==> src/rtl/irq_pkg.sv <==
package irq_pkg;

  localparam int SRC_COUNT     = 4;
  localparam int LEVEL_COUNT   = 2;
  localparam int GLOBAL_EN_BIT = 7;
  localparam int REG_W         = 8;

  typedef enum logic [1:0] {
    LVL_NONE = 2'd0,
    LVL_LOW  = 2'd1,
    LVL_HIGH = 2'd2
  } lvl_e;

  // Bit position of a source in the enable and priority registers.
  function automatic int src_bit(input int idx);
    case (idx)
      0:       return 1;
      1:       return 3;
      2:       return 4;
      default: return 5;
    endcase
  endfunction

  // Vectors sit eight bytes apart, starting at 3, indexed by the enable bit.
  function automatic int src_vector(input int idx);
    return 3 + 8 * src_bit(idx);
  endfunction

endpackage

==> src/rtl/irq_source_decode.sv <==
module irq_source_decode
  import irq_pkg::*;
(
  input  logic [REG_W-1:0]     en_reg,
  input  logic [REG_W-1:0]     prio_reg,
  input  logic [REG_W-1:0]     tmr_ctl,
  input  logic [REG_W-1:0]     ser_ctl,
  input  logic [REG_W-1:0]     t2_ctl,
  output logic [SRC_COUNT-1:0] req_high,
  output logic [SRC_COUNT-1:0] req_low
);

  logic [SRC_COUNT-1:0] pend;
  logic                 glob_on;

  assign glob_on = en_reg[GLOBAL_EN_BIT];

  // Per-source pending flags, in scan order.
  always_comb begin
    pend    = '0;
    pend[0] = tmr_ctl[5];
    pend[1] = tmr_ctl[7];
    pend[2] = |ser_ctl[1:0];
    pend[3] = t2_ctl[7];
  end

  for (genvar g = 0; g < SRC_COUNT; g++) begin : g_src
    localparam int BITPOS = src_bit(g);
    logic live;
    assign live        = glob_on & en_reg[BITPOS] & pend[g];
    assign req_high[g] = live & prio_reg[BITPOS];
    assign req_low[g]  = live & ~prio_reg[BITPOS];
  end

endmodule

==> src/rtl/irq_first_pick.sv <==
module irq_first_pick #(
  parameter  int N  = 4,
  localparam int IW = (N > 1) ? $clog2(N) : 1
) (
  input  logic [N-1:0]  req,
  output logic          found,
  output logic [IW-1:0] idx
);

  // Lowest index wins: scan downward so the last hit is the smallest index.
  always_comb begin
    found = |req;
    idx   = '0;
    for (int i = N - 1; i >= 0; i--) begin
      if (req[i]) idx = IW'(i);
    end
  end

endmodule

==> src/rtl/irq_level_stack.sv <==
module irq_level_stack
  import irq_pkg::*;
#(
  parameter  int DEPTH = LEVEL_COUNT,
  localparam int PW    = $clog2(DEPTH + 1)
) (
  input  logic clk,
  input  logic rst_n,
  input  logic push,
  input  lvl_e push_lvl,
  input  logic pop,
  output lvl_e active
);

  lvl_e          saved_q [DEPTH];
  logic [PW-1:0] depth_q;

  always_ff @(posedge clk) begin
    if (!rst_n) begin
      active  <= LVL_NONE;
      depth_q <= '0;
      for (int i = 0; i < DEPTH; i++) saved_q[i] <= LVL_NONE;
    end else if (pop) begin
      if (depth_q != '0) begin
        active  <= saved_q[depth_q - PW'(1)];
        depth_q <= depth_q - PW'(1);
      end else begin
        active <= LVL_NONE;
      end
    end else if (push) begin
      if (depth_q < PW'(DEPTH)) begin
        saved_q[depth_q] <= active;
        depth_q          <= depth_q + PW'(1);
      end
      active <= push_lvl;
    end
  end

  // strict raising bounds nesting, so a push always finds room.
  a_r8_stack_room: assert property (@(posedge clk) disable iff (!rst_n)
    push |-> depth_q < PW'(DEPTH));

  // an empty stack implies nothing is active.
  a_r8_empty_is_none: assert property (@(posedge clk) disable iff (!rst_n)
    (depth_q == '0) |-> active == LVL_NONE);

endmodule

==> src/rtl/irq_two_level_arbiter.sv <==
module irq_two_level_arbiter
  import irq_pkg::*;
#(
  parameter  int VEC_W = 16,
  localparam int IW    = $clog2(SRC_COUNT)
) (
  input  logic             clk,
  input  logic             rst_n,
  input  logic [REG_W-1:0] en_reg,
  input  logic [REG_W-1:0] prio_reg,
  input  logic [REG_W-1:0] tmr_ctl,
  input  logic [REG_W-1:0] ser_ctl,
  input  logic [REG_W-1:0] t2_ctl,
  input  logic             ret_strobe,
  output logic             take_valid,
  output logic [VEC_W-1:0] take_vector,
  output logic             take_high,
  output logic             clr_t0_ovf,
  output logic             clr_t1_ovf,
  output logic [1:0]       active_lvl
);

  logic [SRC_COUNT-1:0] req_lvl [LEVEL_COUNT];
  logic                 lvl_found [LEVEL_COUNT];
  logic [IW-1:0]        lvl_idx [LEVEL_COUNT];
  lvl_e                 cand_lvl;
  logic [IW-1:0]        cand_idx;
  logic [VEC_W-1:0]     cand_vec;
  logic                 accept;
  lvl_e                 active;

  // Index 0 holds low-level requests, index 1 high-level requests.
  irq_source_decode u_decode (
    .en_reg   (en_reg),
    .prio_reg (prio_reg),
    .tmr_ctl  (tmr_ctl),
    .ser_ctl  (ser_ctl),
    .t2_ctl   (t2_ctl),
    .req_high (req_lvl[1]),
    .req_low  (req_lvl[0])
  );

  for (genvar l = 0; l < LEVEL_COUNT; l++) begin : g_lvl
    irq_first_pick #(.N(SRC_COUNT)) u_pick (
      .req   (req_lvl[l]),
      .found (lvl_found[l]),
      .idx   (lvl_idx[l])
    );
  end

  // The high level is scanned first.
  always_comb begin
    cand_lvl = LVL_NONE;
    cand_idx = '0;
    if (lvl_found[1]) begin
      cand_lvl = LVL_HIGH;
      cand_idx = lvl_idx[1];
    end else if (lvl_found[0]) begin
      cand_lvl = LVL_LOW;
      cand_idx = lvl_idx[0];
    end
  end

  always_comb begin
    cand_vec = '0;
    for (int s = 0; s < SRC_COUNT; s++) begin
      if (cand_idx == IW'(s)) cand_vec = VEC_W'(src_vector(s));
    end
  end

  assign accept = (cand_lvl > active) && !ret_strobe;

  irq_level_stack #(.DEPTH(LEVEL_COUNT)) u_stack (
    .clk      (clk),
    .rst_n    (rst_n),
    .push     (accept),
    .push_lvl (cand_lvl),
    .pop      (ret_strobe),
    .active   (active)
  );

  assign active_lvl = active;

  always_ff @(posedge clk) begin
    if (!rst_n) begin
      take_valid  <= 1'b0;
      take_vector <= '0;
      take_high   <= 1'b0;
      clr_t0_ovf  <= 1'b0;
      clr_t1_ovf  <= 1'b0;
    end else begin
      take_valid <= accept;
      clr_t0_ovf <= accept && (cand_idx == IW'(0));
      clr_t1_ovf <= accept && (cand_idx == IW'(1));
      if (accept) begin
        take_vector <= cand_vec;
        take_high   <= (cand_lvl == LVL_HIGH);
      end
    end
  end

  // nothing is accepted without the global enable.
  a_r1_global_gate: assert property (@(posedge clk) disable iff (!rst_n)
    take_valid |-> $past(en_reg[GLOBAL_EN_BIT]));

  // a low-level acceptance means no high request was pending.
  a_r3_high_first: assert property (@(posedge clk) disable iff (!rst_n)
    (take_valid && !take_high) |-> !$past(|req_lvl[1]));

  // the timer 0 clear goes only with the timer 0 vector.
  a_r6_clear_t0: assert property (@(posedge clk) disable iff (!rst_n)
    clr_t0_ovf |-> (take_valid && take_vector == VEC_W'(16'h000B)));

  // the timer 1 clear goes only with the timer 1 vector.
  a_r6_clear_t1: assert property (@(posedge clk) disable iff (!rst_n)
    clr_t1_ovf |-> (take_valid && take_vector == VEC_W'(16'h001B)));

  // at most one clear pulse per cycle.
  a_r6_one_clear: assert property (@(posedge clk) disable iff (!rst_n)
    $onehot0({clr_t0_ovf, clr_t1_ovf}));

  // an acceptance always raises the level strictly.
  a_r7_strict_raise: assert property (@(posedge clk) disable iff (!rst_n)
    take_valid |-> ($past(active_lvl) < (take_high ? 2'd2 : 2'd1)));

  // the active level follows the level just taken.
  a_r8_active_follows: assert property (@(posedge clk) disable iff (!rst_n)
    take_valid |-> (active_lvl == (take_high ? 2'd2 : 2'd1)));

  // a return cycle never accepts.
  a_r10_return_blocks: assert property (@(posedge clk) disable iff (!rst_n)
    $past(ret_strobe) |-> !take_valid);

endmodule

==> config.mk <==
export PLATFORM = sky130hd
export DESIGN_NAME = irq_two_level_arbiter
export DESIGN_NICKNAME = d
export VERILOG_FILES = /design/src/rtl/irq_pkg.sv /design/src/rtl/irq_source_decode.sv /design/src/rtl/irq_first_pick.sv /design/src/rtl/irq_level_stack.sv /design/src/rtl/irq_two_level_arbiter.sv
export SDC_FILE = /design/constraint.sdc
export NUM_CORES = 1
export LEC_CHECK = 0
export BUFFER_PORTS_ARGS = -buffer_cell sky130_fd_sc_hd__buf_2
export CAP_MARGIN = 20
export CORE_MARGIN = 5
export CORE_UTILIZATION = 35
export DETAILED_ROUTE_END_ITERATION = 6
export GPL_ROUTABILITY_DRIVEN = 0
export GPL_TIMING_DRIVEN = 0
export PLACE_DENSITY_LB_ADDON = 0.12
export SLEW_MARGIN = 20
export SYNTH_ARGS = -nofsm -noshare
export SYNTH_HDL_FRONTEND = slang
export SYNTH_SLANG_ARGS = --single-unit
==> constraint.sdc <==
create_clock -name clk -period 2.75 [get_ports clk]
set_input_delay 0.55 -clock clk [delete_from_list [all_inputs] [get_ports clk]]
set_output_delay 0.55 -clock clk [all_outputs]
set_load 0.05 [all_outputs]
==> flow_summary.toml <==
[cells_and_area]
final_common_cell = "buf_2"
ff_latch_area_um2 = 360
area_growth_pct = 22.8
n_fill_cell = 276
nNetsFinal = 200
final_cell_mix = "26 x buf_2, 12 x buf_4, 12 x dfxtp_1"
drive_gt1_frac = 0.359
multi_input_area_um2 = 562
num_antenna_cells = 0

[worst_setup_path]
cp-start-kind = "input pin"
worstPathArrival_ns = 2.54
cpLargestDelayFamily = "compound AO/OA/AOI/OAI gates"
cp_max_fo = 6
critPathBufInv = 1
critPathMaxStageDelay_ns = 0.34
critPathCaptureType = "register"
crit_chain = "buf_2, o2111ai_1, and4_2, o21ai_0, ha_1, a21o_4, a211oi_4, a21o_1"
required_ns = 2.76
criticalPathCategory = "in -> reg"
crit_slowest_cell = "and4_2"

[logic_synthesis]
yosysWarnings = 0
syn_area_um2 = 1040
synth_cells = 114
async_flop_share = 0
ys_ff_latch = 16
yosysSeqAreaShare = 0.346
syn_avg_cell_area_um2 = 9.14
yosys.cell_types.count = 44
synth_top_flop_cell = "dfxtp_1"
synth_edf_count = 4

[drt]
routedWlPerCell_um = 11.9
drtIter0Drc = 23
routed_via_density = 5.01
antenna_left = 0
via_count = 921
drt-pass1-iter-count = 4
drt-total-wl_um = 2190
drc_errors = 0

[sta]
finalMaxSlewViolations = 0
period_share = 0.922
clock-skew-final_ns = 0.000579
timing.hold.ws_ns = 0.502
min_period_ns = 2.54
setup_viol = 0
finalHoldViolCount = 0
fmax_mhz = 394
worst_slack_ns = 0.214
grt_setup_unrepaired = "no"

[grt]
antenna_found_initial = 0
grt_pass1_wl_um = 3620
track_usage = 0.108
grt_overflow_total = 0
grt_max_degree = 11
grt_pass1_vias = 846

[placed_design]
hpwl_um = 1800
io_buffers = 25
place_ws_ns = -0.0859

[floorplan]
die_width_um = 64.6
ios = 65
die_area_um2 = 4170
fp-row-count = 19
start_util = 0.372
core_um2 = 2810
die_h_um = 64.6

[clock_tree]
cts_sinks = 16
numCtsBuffers = 3
cts.clk_slew.worst_paths_ns = 0.09
cts.path.max_buffers = 2
cts-root-buf = "clkbuf_4"
cts_tree = "built"
cts_resized = 0
post-cts-setup-buffers = 0
hold_buffers = 0
htree_levels = 1
clock_latency_ns = 0.28

[worst_hold_path]
hold_class = "reg -> reg"

[pwr]
leakagePower_nw = 0.607
power_density_nw_per_um2 = 676
ir_drop_mv = 0.329

[run_status]
outcome = "finished, final reports clean"

[flow_run]
maxCapViolCount = 0
per-layer routing:
layer,vias to the layer above,track usage,routed length [um]
li1,478,-,-
met1,417,0.132,946
met4,0,0.0237,13
met3,2,0.0432,141
met5,-,0,0
met2,24,0.182,1090
logic make-up (layout without fill, tap and decap cells):
group                      Yosys count  in the layout  synth area share
AOI/OAI and AO/OA                   31             31             0.241
adders and majority gates            3              3            0.0360
buffers and inverters               23             52             0.151
DFF                                 16             16             0.346
muxes                                2              2            0.0192
other                                1             11           0.00360
and+or+nand+nor                     38             38             0.203
sequential cells by signal (all words and copies together), names as in the netlist:
signal	flops
clr_t0_ovf	1
u_stack.saved_q	4
take_vector	4
u_stack.depth_q	2
take_high	1
u_stack.active	2
take_valid	1
clr_t1_ovf	1
cell usage after synthesis, drive strengths merged (2+ instances only):
| cell type | n | area, um^2 |
|---|---|---|
| nand3 | 6 | 30.0 |
| o21ai | 7 | 35.0 |
| nor2 | 9 | 33.8 |
| dfxtp | 12 | 240 |
| a21oi | 4 | 31.3 |
| inv | 7 | 26.3 |
| nand4 | 3 | 25.0 |
| mux2i | 2 | 20.0 |
| a21o | 2 | 22.5 |
| a211oi | 2 | 27.5 |
| edfxtp | 4 | 120 |
| buf | 15 | 118 |
| a31oi | 2 | 12.5 |
| o21a | 2 | 15.0 |
| o22ai | 2 | 12.5 |
| and4 | 2 | 20.0 |
| nor3 | 3 | 15.0 |
| nand2 | 7 | 26.3 |
| nand2b | 2 | 12.5 |
| ha | 3 | 37.5 |
through the flow:
step                      total power, mW  instance area, um^2  utilization  TNS (ns)  std cells
after floorplan                     0.640                 1080            -         0        124
after global placement              0.711                 1240        0.443    -0.193        180
after detailed placement            0.717                 1240        0.443    -0.355        180
after CTS                           0.871                 1280        0.456         0        184
after global routing                0.923                 1280        0.456         0        184
final                               0.865                 1280        0.456         0        184
worst min-delay path: cells and delay by family (launching register included):
family | cells | cell delay, ns
simple gates | 1 | 0.09
flops | 1 | 0.32
compound gates | 1 | 0.05
cell type report:
| cell class | instances | share of cell area |
|---|---|---|
| repair buffers | 25 | 0.0978 |
| well taps | 31 | 0.0303 |
| clock buffers | 4 | 0.0283 |
| inverters | 7 | 0.0205 |
| plain buffers | 16 | 0.103 |
| flip-flops and latches | 16 | 0.282 |
| multi-input cells | 85 | 0.439 |
power by group:
group / switching, mW / internal, mW / leakage [nW]
sequential: 0.0228 / 0.281 / 0.140
clock: 0.0742 / 0.0806 / 0.0210
combinational: 0.269 / 0.138 / 0.446
total: 0.366 / 0.500 / 0.607
final timing paths:
path                                                startpoint                                  end  slack, ns  depth (start not counted)
worst max-delay path                                ser_ctl[1]  u_stack.saved_q[0][1]$_SDFFCE_PN0P_       0.21                          8
worst min-delay path                    take_high$_SDFFE_PN0N_               take_high$_SDFFE_PN0N_       0.50                          2
worst max register to register  u_stack.active[1]$_SDFFE_PN0P_  u_stack.saved_q[0][1]$_SDFFCE_PN0P_       0.92                          5
worst min register to register          take_high$_SDFFE_PN0N_               take_high$_SDFFE_PN0N_       0.50                          2
Power figures use the tool's default switching activity.
